==> config.mk <==
export PLATFORM = sky130hd
export DESIGN_NAME = adc_seq_top
export DESIGN_NICKNAME = d
export VERILOG_FILES = /design/src/rtl/adc_seq_pkg.sv /design/src/rtl/adc_seq_cfg.sv /design/src/rtl/adc_seq_tick.sv /design/src/rtl/adc_seq_fsm.sv /design/src/rtl/adc_seq_top.sv
export SDC_FILE = /design/constraint.sdc
export NUM_CORES = 1
export LEC_CHECK = 0
export BUFFER_PORTS_ARGS = -buffer_cell sky130_fd_sc_hd__buf_2
export CORE_AREA = 4 4 113 115
export DETAILED_ROUTE_END_ITERATION = 12
export DIE_AREA = 0 0 117 119
export GPL_TIMING_DRIVEN = 0
export HOLD_SLACK_MARGIN = 0.08
export PLACE_DENSITY = 0.68
export RECOVER_POWER = 50
export SLEW_MARGIN = 5
export SYNTH_ARGS = -nofsm -noshare
export SYNTH_HDL_FRONTEND = slang
export SYNTH_SLANG_ARGS = --single-unit
==> constraint.sdc <==
create_clock -name clk -period 3 [get_ports clk]
set_clock_uncertainty 0.15 [all_clocks]
set_input_delay 0.6 -clock clk [delete_from_list [all_inputs] [get_ports clk]]
set_output_delay 0.6 -clock clk [all_outputs]
set_load 0.03 [all_outputs]
==> src/rtl/adc_seq_pkg.sv <==
// Shared widths, the sequencer state type and the configuration record.
// Assumes every user of the block imports this package.
package adc_seq_pkg;
    parameter int PRE_W  = 8;
    parameter int WARM_W = 8;
    parameter int SAMP_W = 8;
    parameter int RATE_W = 16;
    parameter int CH_W   = 3;
    parameter int SCL_W  = 3;
    parameter int DATA_W = 12;

    typedef enum logic [2:0] {
        ST_IDLE,
        ST_WARM,
        ST_SAMPLE,
        ST_CONVERT,
        ST_GAP
    } seq_state_t;

    typedef struct packed {
        logic [PRE_W-1:0]  prescale;
        logic [WARM_W-1:0] warm;
        logic [SAMP_W-1:0] samp;
        logic [RATE_W-1:0] rate;
        logic              cont;
        logic              absm;
        logic              irq_en;
        logic [CH_W-1:0]   conv_ch;
        logic [CH_W-1:0]   ref_ch;
        logic [SCL_W-1:0]  scale;
    } seq_cfg_t;
endpackage

==> src/rtl/adc_seq_cfg.sv <==
// Configuration holding register. It loads the incoming word on a write
// strobe only while the sequencer reports idle. Assumes cfg_in is stable
// during the strobe cycle.
module adc_seq_cfg
    import adc_seq_pkg::*;
(
    input  logic     clk,
    input  logic     rst_n,
    input  logic     wr,
    input  logic     idle,
    input  seq_cfg_t cfg_in,
    output seq_cfg_t cfg_q
);
    // Load the configuration when written in idle; keep it otherwise.
    always_ff @(posedge clk) begin
        if (!rst_n)
            cfg_q <= '0;
        else if (wr && idle)
            cfg_q <= cfg_in;
    end
endmodule

==> src/rtl/adc_seq_tick.sv <==
// Converter clock enable. It counts peripheral clocks and pulses once every
// (prescale + 1) cycles while run is high. The count is held at zero while
// idle, so the phase starts fresh on each run.
module adc_seq_tick
    import adc_seq_pkg::*;
(
    input  logic             clk,
    input  logic             rst_n,
    input  logic             run,
    input  logic [PRE_W-1:0] prescale,
    output logic             tick
);
    logic [PRE_W-1:0] cnt;

    assign tick = run && (cnt == prescale);

    // Advance the divider count and wrap it at the prescale value.
    always_ff @(posedge clk) begin
        if (!rst_n || !run)
            cnt <= '0;
        else if (tick)
            cnt <= '0;
        else
            cnt <= cnt + PRE_W'(1);
    end

    // With a nonzero prescale, two ticks never fall on adjacent cycles.
    assert_tick_spacing_R2: assert property (@(posedge clk) disable iff (!rst_n)
        (tick && prescale != '0) |=> !tick);
endmodule

==> src/rtl/adc_seq_fsm.sv <==
// Phase sequencer: warm-up, sample, convert and the wait between repeats.
// Phase lengths are counted in converter ticks. The conversion phase waits
// on the analog strobe with no time limit. Assumes the configuration stays
// stable while busy.
module adc_seq_fsm
    import adc_seq_pkg::*;
(
    input  logic              clk,
    input  logic              rst_n,
    input  logic              tick,
    input  logic              start,
    input  logic              stop,
    input  logic              done_clr,
    input  logic              res_valid,
    input  logic [DATA_W-1:0] res_data,
    input  logic [WARM_W-1:0] warm,
    input  logic [SAMP_W-1:0] samp,
    input  logic [RATE_W-1:0] rate,
    input  logic              cont,
    output logic              busy,
    output logic              sample_en,
    output logic              conv_start,
    output logic [DATA_W-1:0] result,
    output logic              done
);
    localparam int CNT_W = (WARM_W > SAMP_W) ? WARM_W : SAMP_W;

    seq_state_t        state, nxt;
    logic [CNT_W-1:0]  ucnt;
    logic [CNT_W:0]    u_inc;
    logic [RATE_W-1:0] rcnt;
    logic [RATE_W:0]   r_inc;
    logic              warm_met, samp_met, rate_met, store, issued, stop_pend;

    assign u_inc    = {1'b0, ucnt} + (CNT_W+1)'(1);
    assign r_inc    = {1'b0, rcnt} + (RATE_W+1)'(1);
    assign warm_met = u_inc >= (CNT_W+1)'(warm);
    assign samp_met = u_inc >= (CNT_W+1)'(samp);
    assign rate_met = r_inc >= (RATE_W+1)'(rate);
    assign store    = (state == ST_CONVERT) && res_valid;

    assign busy       = (state != ST_IDLE);
    assign sample_en  = (state == ST_SAMPLE);
    assign conv_start = (state == ST_CONVERT) && !issued;

    // Choose the next phase from the ticks, the strobes and the stop request.
    always_comb begin
        nxt = state;
        unique case (state)
            ST_IDLE:    if (start) nxt = ST_WARM;
            ST_WARM:    if (stop) nxt = ST_IDLE;
                        else if (tick && warm_met) nxt = ST_SAMPLE;
            ST_SAMPLE:  if (tick && samp_met) nxt = ST_CONVERT;
            ST_CONVERT: if (store) nxt = (cont && !stop_pend && !stop) ? ST_GAP : ST_IDLE;
            ST_GAP:     if (stop) nxt = ST_IDLE;
                        else if (tick && rate_met) nxt = ST_SAMPLE;
            default:    nxt = ST_IDLE;
        endcase
    end

    // Register the state, the convert-issued marker and the pending stop.
    always_ff @(posedge clk) begin
        if (!rst_n) begin
            state     <= ST_IDLE;
            issued    <= 1'b0;
            stop_pend <= 1'b0;
        end else begin
            state  <= nxt;
            issued <= (state == ST_CONVERT);
            if (nxt == ST_IDLE)
                stop_pend <= 1'b0;
            else if (stop && busy)
                stop_pend <= 1'b1;
        end
    end

    // Count ticks inside the warm-up and sampling phases.
    always_ff @(posedge clk) begin
        if (!rst_n || nxt != state)
            ucnt <= '0;
        else if (tick)
            ucnt <= u_inc[CNT_W-1:0];
    end

    // Count ticks since the last sampling window opened, saturating at the top.
    always_ff @(posedge clk) begin
        if (!rst_n)
            rcnt <= '0;
        else if (nxt == ST_SAMPLE && state != ST_SAMPLE)
            rcnt <= '0;
        else if (tick && state != ST_IDLE && state != ST_WARM && !(&rcnt))
            rcnt <= r_inc[RATE_W-1:0];
    end

    // Capture the result and keep done set until cleared; a store beats a clear.
    always_ff @(posedge clk) begin
        if (!rst_n) begin
            result <= '0;
            done   <= 1'b0;
        end else if (store) begin
            result <= res_data;
            done   <= 1'b1;
        end else if (done_clr) begin
            done   <= 1'b0;
        end
    end

    assert_pulse_once_R4: assert property (@(posedge clk) disable iff (!rst_n)
        conv_start |=> !conv_start);
    assert_sample_then_convert_R4: assert property (@(posedge clk) disable iff (!rst_n)
        $fell(sample_en) |-> conv_start);
    assert_store_sets_done_R5: assert property (@(posedge clk) disable iff (!rst_n)
        store |=> (done && result == $past(res_data)));
    assert_single_ends_R6: assert property (@(posedge clk) disable iff (!rst_n)
        (store && !cont) |=> !busy);
    assert_stop_in_gap_R8: assert property (@(posedge clk) disable iff (!rst_n)
        (stop && state == ST_GAP) |=> !busy);
    assert_done_hold_R9: assert property (@(posedge clk) disable iff (!rst_n)
        (done && !done_clr) |=> done);
endmodule

==> src/rtl/adc_seq_top.sv <==
// Top of the converter timing sequencer. It joins the configuration
// register, the tick divider and the phase machine, and drives the static
// selects and the interrupt. Assumes the analog core answers conv_start
// with a single-cycle res_valid.
module adc_seq_top
    import adc_seq_pkg::*;
(
    input  logic              clk,
    input  logic              rst_n,
    input  logic              cfg_wr,
    input  logic [PRE_W-1:0]  cfg_prescale,
    input  logic [WARM_W-1:0] cfg_warm,
    input  logic [SAMP_W-1:0] cfg_samp,
    input  logic [RATE_W-1:0] cfg_rate,
    input  logic              cfg_cont,
    input  logic              cfg_abs,
    input  logic              cfg_irq_en,
    input  logic [CH_W-1:0]   cfg_conv_ch,
    input  logic [CH_W-1:0]   cfg_ref_ch,
    input  logic [SCL_W-1:0]  cfg_scale,
    input  logic              start,
    input  logic              stop,
    input  logic              done_clr,
    output logic              sample_en,
    output logic              conv_start,
    input  logic              res_valid,
    input  logic [DATA_W-1:0] res_data,
    output logic              busy,
    output logic [DATA_W-1:0] result,
    output logic              done,
    output logic              irq,
    output logic [CH_W-1:0]   mux_ch,
    output logic [CH_W-1:0]   ref_ch,
    output logic              ref_en,
    output logic [SCL_W-1:0]  scale_sel
);
    seq_cfg_t cfg_in, cfg_q;
    logic     tick;

    assign cfg_in = '{prescale: cfg_prescale, warm: cfg_warm, samp: cfg_samp,
                      rate: cfg_rate, cont: cfg_cont, absm: cfg_abs,
                      irq_en: cfg_irq_en, conv_ch: cfg_conv_ch,
                      ref_ch: cfg_ref_ch, scale: cfg_scale};

    adc_seq_cfg u_cfg (
        .clk(clk), .rst_n(rst_n), .wr(cfg_wr), .idle(!busy),
        .cfg_in(cfg_in), .cfg_q(cfg_q)
    );

    adc_seq_tick u_tick (
        .clk(clk), .rst_n(rst_n), .run(busy),
        .prescale(cfg_q.prescale), .tick(tick)
    );

    adc_seq_fsm u_fsm (
        .clk(clk), .rst_n(rst_n), .tick(tick), .start(start), .stop(stop),
        .done_clr(done_clr), .res_valid(res_valid), .res_data(res_data),
        .warm(cfg_q.warm), .samp(cfg_q.samp), .rate(cfg_q.rate),
        .cont(cfg_q.cont), .busy(busy), .sample_en(sample_en),
        .conv_start(conv_start), .result(result), .done(done)
    );

    // Static selects for the analog multiplexer and the completion interrupt.
    always_comb begin
        mux_ch    = cfg_q.conv_ch;
        scale_sel = cfg_q.scale;
        ref_en    = !cfg_q.absm;
        ref_ch    = cfg_q.absm ? '0 : cfg_q.ref_ch;
        irq       = done && cfg_q.irq_en;
    end

    assert_cfg_frozen_R12: assert property (@(posedge clk) disable iff (!rst_n)
        busy |=> ($stable(mux_ch) && $stable(ref_en) && $stable(scale_sel)));
    assert_irq_needs_done_R10: assert property (@(posedge clk) disable iff (!rst_n)
        $rose(irq) |-> done);
endmodule

Word level (Yosys, flattened, before mapping)
Cells that the tools add are included.
{"block": "totals", "out_inout_bits": 27, "ff_bits": 102}
{"block": "op_classes", "n_mux": 12, "reduce_logical": 32, "eq_ne": 9, "n_addsub": 3, "order_cmp": 3, "bitwise": 1}
{"cell": "$mux W3", "count": 9}
{"cell": "$ge A9 B8 Y1", "count": 2}
{"cell": "$add A16 B1 Y17 const B", "count": 1}
{"cell": "$ge A17 B16 Y1", "count": 1}
{"cell": "$reduce_and A16 Y1", "count": 1}
{"cell": "$logic_and A1 B1 Y1", "count": 15}
{"cell": "$pmux W3 S5", "count": 1}
{"cell": "$add A8 B1 Y9 const B", "count": 1}
{"cell": "$eq A3 B2 Y1 const B", "count": 3}
{"cell": "$add A8 B1 Y8 const B", "count": 1}
{"cell": "$eq A8 B8 Y1", "count": 1}
{"cell": "$logic_not A1 Y1", "count": 7}
{"cell": "$logic_not A3 Y1", "count": 2}
{"cell": "$reduce_or A2 Y1", "count": 3}
{"cell": "$eq A3 B1 Y1 const B", "count": 1}
{"cell": "$eq A3 B3 Y1 const B", "count": 1}
{"cell": "$ne A3 B1 Y1 const B", "count": 1}
{"cell": "$ne A3 B2 Y1 const B", "count": 1}
{"cell": "$ne A3 B3 Y1", "count": 1}
{"cell": "$reduce_bool A3 Y1", "count": 1}
{"cell": "$logic_or A1 B1 Y1", "count": 2}
{"cell": "$mux W1", "count": 2}
{"cell": "$reduce_bool A2 Y1", "count": 1}
{"cell": "$not A1 Y1", "count": 1}

Longest topological paths before layout
{"block": "depth", "ltp_word": 9, "depth_mapped": 15, "depth_no_buf": 14}

By module
From an unflattened synthesis, not the netlist that was laid out.
{"block": "hier_totals", "cells_unflattened": 676, "area_unflattened_um2": 5840.6}
{"mod": "adc_seq_fsm", "instances": 1, "seq_area_each_um2": 840.8, "area_each_um2": 3044.2, "cells_each": 384}
{"mod": "adc_seq_cfg", "instances": 1, "seq_area_each_um2": 1041.0, "area_each_um2": 2296.0, "cells_each": 239}
{"mod": "adc_seq_tick", "instances": 1, "seq_area_each_um2": 160.2, "area_each_um2": 467.9, "cells_each": 47}
{"mod": "adc_seq_top", "instances": 1, "seq_area_each_um2": 0.0, "area_each_um2": 32.5, "cells_each": 6}

Worst setup path before layout
No wires, ideal clock.
{"block": "synth_path", "path_type": "register -> register", "from": "reg u_fsm.rcnt[4]", "to": "reg u_fsm.ucnt[0]", "setup_slack_ns": -0.107, "setup_ns": 0.065, "path_stages_with_launch": 14, "required_ns": 2.785, "t_arrival_ns": 2.892, "cell_sequence": "dfxtp_1 -> nand3_1 -> nor3_1 -> nand2_1 -> nor3_1 -> xor2_1 -> ha_1 -> nand2_1 -> nor3_1 -> a2111oi_0 -> o211ai_1 -> a21boi_0 -> o31ai_4 -> nor2_1"}
{"block": "synth_via", "elab_chain_cells": 8}
{"element": "from (decl)", "line_no": "adc_seq_fsm.sv:31", "rtl": "logic [RATE_W-1:0] rcnt;"}
{"element": "from (signal assigned)", "line_no": "adc_seq_fsm.sv:92", "rtl": "rcnt <= r_inc[RATE_W-1:0];"}
{"element": "$add A16 B1 Y17", "line_no": "adc_seq_fsm.sv:36", "rtl": "assign r_inc = {1'b0, rcnt} + (RATE_W+1)'(1);"}
{"element": "named net u_fsm.r_inc[15]", "line_no": "adc_seq_fsm.sv:32", "rtl": "logic [RATE_W:0] r_inc;"}
{"element": "$ge A17 B16 Y1", "line_no": "adc_seq_fsm.sv:39", "rtl": "assign rate_met = r_inc >= (RATE_W+1)'(rate);"}
{"element": "$logic_and A1 B1 Y1", "line_no": "adc_seq_fsm.sv:56", "rtl": "else if (tick && rate_met) nxt = ST_SAMPLE;"}
{"element": "$mux W3", "line_no": "adc_seq_fsm.sv:56"}
{"element": "$mux W3", "line_no": "adc_seq_fsm.sv:55", "rtl": "ST_GAP: if (stop) nxt = ST_IDLE;"}
{"element": "$pmux W3 S5", "line_no": "adc_seq_fsm.sv:49", "rtl": "unique case (state)"}
{"element": "$ne A3 B3 Y1", "line_no": "adc_seq_fsm.sv:79", "rtl": "if (!rst_n || nxt != state)"}
{"element": "$logic_or A1 B1 Y1", "line_no": "adc_seq_fsm.sv:79"}
{"element": "to (signal assigned)", "line_no": "adc_seq_fsm.sv:82", "rtl": "ucnt <= u_inc[CNT_W-1:0];"}
{"element": "to (decl)", "line_no": "adc_seq_fsm.sv:29", "rtl": "logic [CNT_W-1:0] ucnt;"}
The timed path passes the listed nets, and every way through them passes these cells.
A chain may end at the register's enable or synchronous reset.

Final worst setup path
{"block": "layout_path", "from": "reg u_fsm.rcnt[0]", "to": "reg u_fsm.ucnt[1]"}
The elaborated chain is that of the path after synthesis.

==> metrics <==
number of synthesized flops with an enable pin=0; HP Class=reg -> reg; most frequent cell after synthesis=nand2_1; Net Sw Frac=26.12%; outcome=finished with violations; Longest Clk Path Bufs=2; CTS Sinks=102; relative slew slack=39.55%; largest fanout on the critical path=8; power share of the clock group=38.7%; cell-internal power=0.002214 W; violations in the final reports=setup timing; setup violators final=25; R2R setup slack=-0.20 ns; WP data arrival=3.33 ns; TNS Setup=-3.718 ns; Root Buffer=clkbuf_16; Yosys top cell area share=39.40%; R2R cell count=15; via count=4891; syn nets=758; synth top area cells=dfxtp_1 (39%), nand2_1 (11%), ha_1 (8.5%), a21oi_1 (7.3%), xor2_1 (5.9%); Comb power frac=13.6%; clock latency on the worst-skew pair=0.35 ns; Worst setup endpoint=u_fsm.ucnt[1]; #FFs+latches synth=102; hold path start=u_cfg.cfg_q[3]; final worst-path cycle share=106.5%; Initial Utilization=43.88%; commonest cells in the netlist=nand2_1 (146), dfxtp_1 (102), a21oi_1 (76); r2r endpoint=u_fsm.ucnt[1]; Vias/cell=5.165; DIE HEIGHT=119 um; leak pwr=2.791 nW; Unique masters post-synth=48; synth warn=0; Final Hold Viols=0; dpl hpwl=9554 um; antenna-violating nets left=0; H-tree depth=3; Tmin final=3.196 ns; total track usage=18.98%; Post-layout nets=902; post-synthesis cell count=652; Fmax=312.9 MHz; Buffers on Ports=97; final RePlAce weighted congestion=0.8377; Least-Margin Pin Slew=0.9067 ns; vias in the first global route=4652; First-pass DRT Iterations=5; GR Overflow Total=0; Post-synth top flop=dfxtp_1; R2R Path Start=u_fsm.rcnt[0]; Net Switching=0.0007824 W; CP Capture Type=register; sequential cell area fraction in the yosys report=39.40%; syn_area_per_cell=7.949 um2; Setup crit start=u_fsm.rcnt[0]; Yosys top cell by area=dfxtp_1; drt wl/cell=14.21 um; max cap viols=0; Core ar.=0.01181 mm2; number of buffers created by CTS=9; VDD IR max=0.3606 mV; RSZ-0062 raised after global routing=yes; Die ar.=0.01392 mm2; Req. time, crit path=3.14 ns; Fin Hold WS=0.3011 ns; critical path class=reg -> reg; antenna violations before repair=0; layout cells sized above 1=24.38%; largest net degree at the start of global routing=16; Post-synth ARST share=0%; Area growth syn-to-layout=30.11%; CTS tree=yes; Ports=98; Site Rows=40; dpl ws=-0.8290 ns; final wirelength=13460 um; first-pass GRT wire length=21240 um; Die Width=117 um; PnR worst setup slack=-0.1958 ns; initial DRC count=182; cell area after synthesis=0.005182 mm2; # diodes=0; sequential share of power=47.7%; crit start category=register; max-slew violation count=0; # DRC=0; clock-pin slew on the worst setup and hold paths=0.07 ns; PD cells=444.3 mW/mm2
-- critical path: stages (launching register included) --
cell and delay, ns:
dfxtp_4 0.39, nand3_4 0.10, nor3_4 0.23, nand2_2 0.11
nor3_4 0.21, xor2_1 0.20, ha_1 0.31, nand2_2 0.10
nor3_4 0.05, a2111oi_4 0.38, o211ai_1 0.20, buf_4 0.19
a21boi_4 0.18, o31ai_4 0.09, buf_6 0.15, nor2_1 0.10
-- power by group through the flow --
stage	sequential [W]	clock [W]	combinational (W)
2_1_floorplan	0.00146	0	0.000244
3_3_place_gp	0.00146	0	0.000355
3_5_place_dp	0.00146	0	0.000365
4_1_cts	0.00143	0.00118	0.000378
5_1_grt	0.00143	0.00124	0.000453
6_report	0.00143	0.00116	0.000406
-- sequential cells by signal, indices dropped and copies added (netlist names) --
name	flops
u_fsm.state	3
u_fsm.result	12
u_fsm.ucnt	8
u_cfg.cfg_q	52
u_fsm.done	1
u_fsm.stop_pend	1
u_fsm.rcnt	16
u_fsm.issued	1
u_tick.cnt	8
-- routing by layer --
metal / part of all wire, % / vias to the layer above / global-route usage, %
met1: 41 / 2306 / 22.47
met2: 52 / 92 / 32.47
met5: 0 / - / 0
li1: - / 2465 / -
met3: 3.8 / 28 / 4.980
met4: 3.0 / 0 / 7.097
-- worst min-delay path by stage --
stage                       to  slack [ns]  cells past startpoint
4_1_cts         u_cfg.cfg_q[3]        0.30                      2
3_5_place_dp    u_cfg.cfg_q[3]        0.30                      2
2_1_floorplan  u_cfg.cfg_q[11]        0.28                      2
5_1_grt        u_cfg.cfg_q[26]        0.32                      2
3_3_place_gp   u_fsm.result[2]        0.29                      2
6_report        u_cfg.cfg_q[3]        0.30                      2
-- timing repair --
action                     in CTS  in global routing
resized for setup              46                 39
hold buffers                    0                  0
setup buffers                  24                 13
setup endpoints to repair      27                 28
pin swaps                      14                 36
gates cloned                    1                  0
-- per-stage QoR --
stage | std cells | cell area [um2] | power [W] | utilization (%)
after floorplan | 652 | 5187 | 0.001699 | -
after global placement | 896 | 5857 | 0.001817 | 49.59
after detailed placement | 896 | 5857 | 0.001829 | 49.59
after CTS | 936 | 6490 | 0.002991 | 54.95
after global routing | 947 | 6743 | 0.003129 | 57.09
final | 947 | 6743 | 0.002996 | 57.09
-- cell usage in the layout, fill, tap and decap left out, drive strengths merged, types with 3 or more instances in the layout --
master,Yosys,routed
a211oi,6,6
a21oi,77,77
and3,7,7
buf,12,119
clkbuf,24,60
clkinv,1,5
dfxtp,102,102
ha,35,35
inv,35,35
nand2,147,147
nand2b,4,4
nand3,27,27
nand4,7,7
nor2,35,35
nor2b,5,5
nor3,32,32
nor4b,3,3
o21ai,10,10
or3,4,4
xnor2,20,20
xor2,35,35
-- logic make-up (layout without fill, tap and decap cells) --
| family | after synthesis | after routing | share of synthesized area [%] |
|---|---|---|---|
| AND/OR/NAND/NOR | 279 | 279 | 24.51 |
| AO/OA/AOI/OAI | 107 | 107 | 11.97 |
| flip-flops | 102 | 102 | 39.40 |
| buffers and inverters | 72 | 220 | 5.987 |
| XOR/XNOR | 55 | 55 | 9.295 |
| adder cells (fa/ha/maj) | 35 | 35 | 8.450 |
| multiplexers | 2 | 2 | 0.3863 |
-- area by class of cell --
class | count | area (um2)
fill | 1043 | 5069
sequential | 102 | 2072
clock buffer | 10 | 239.0
tap | 147 | 183.9
inverter | 36 | 135.1
multi-input combinational | 478 | 3136
clock inverter | 5 | 50.05
buffer | 34 | 170.2
timing repair buffer | 135 | 757.0
Power figures use the tool's default switching activity.
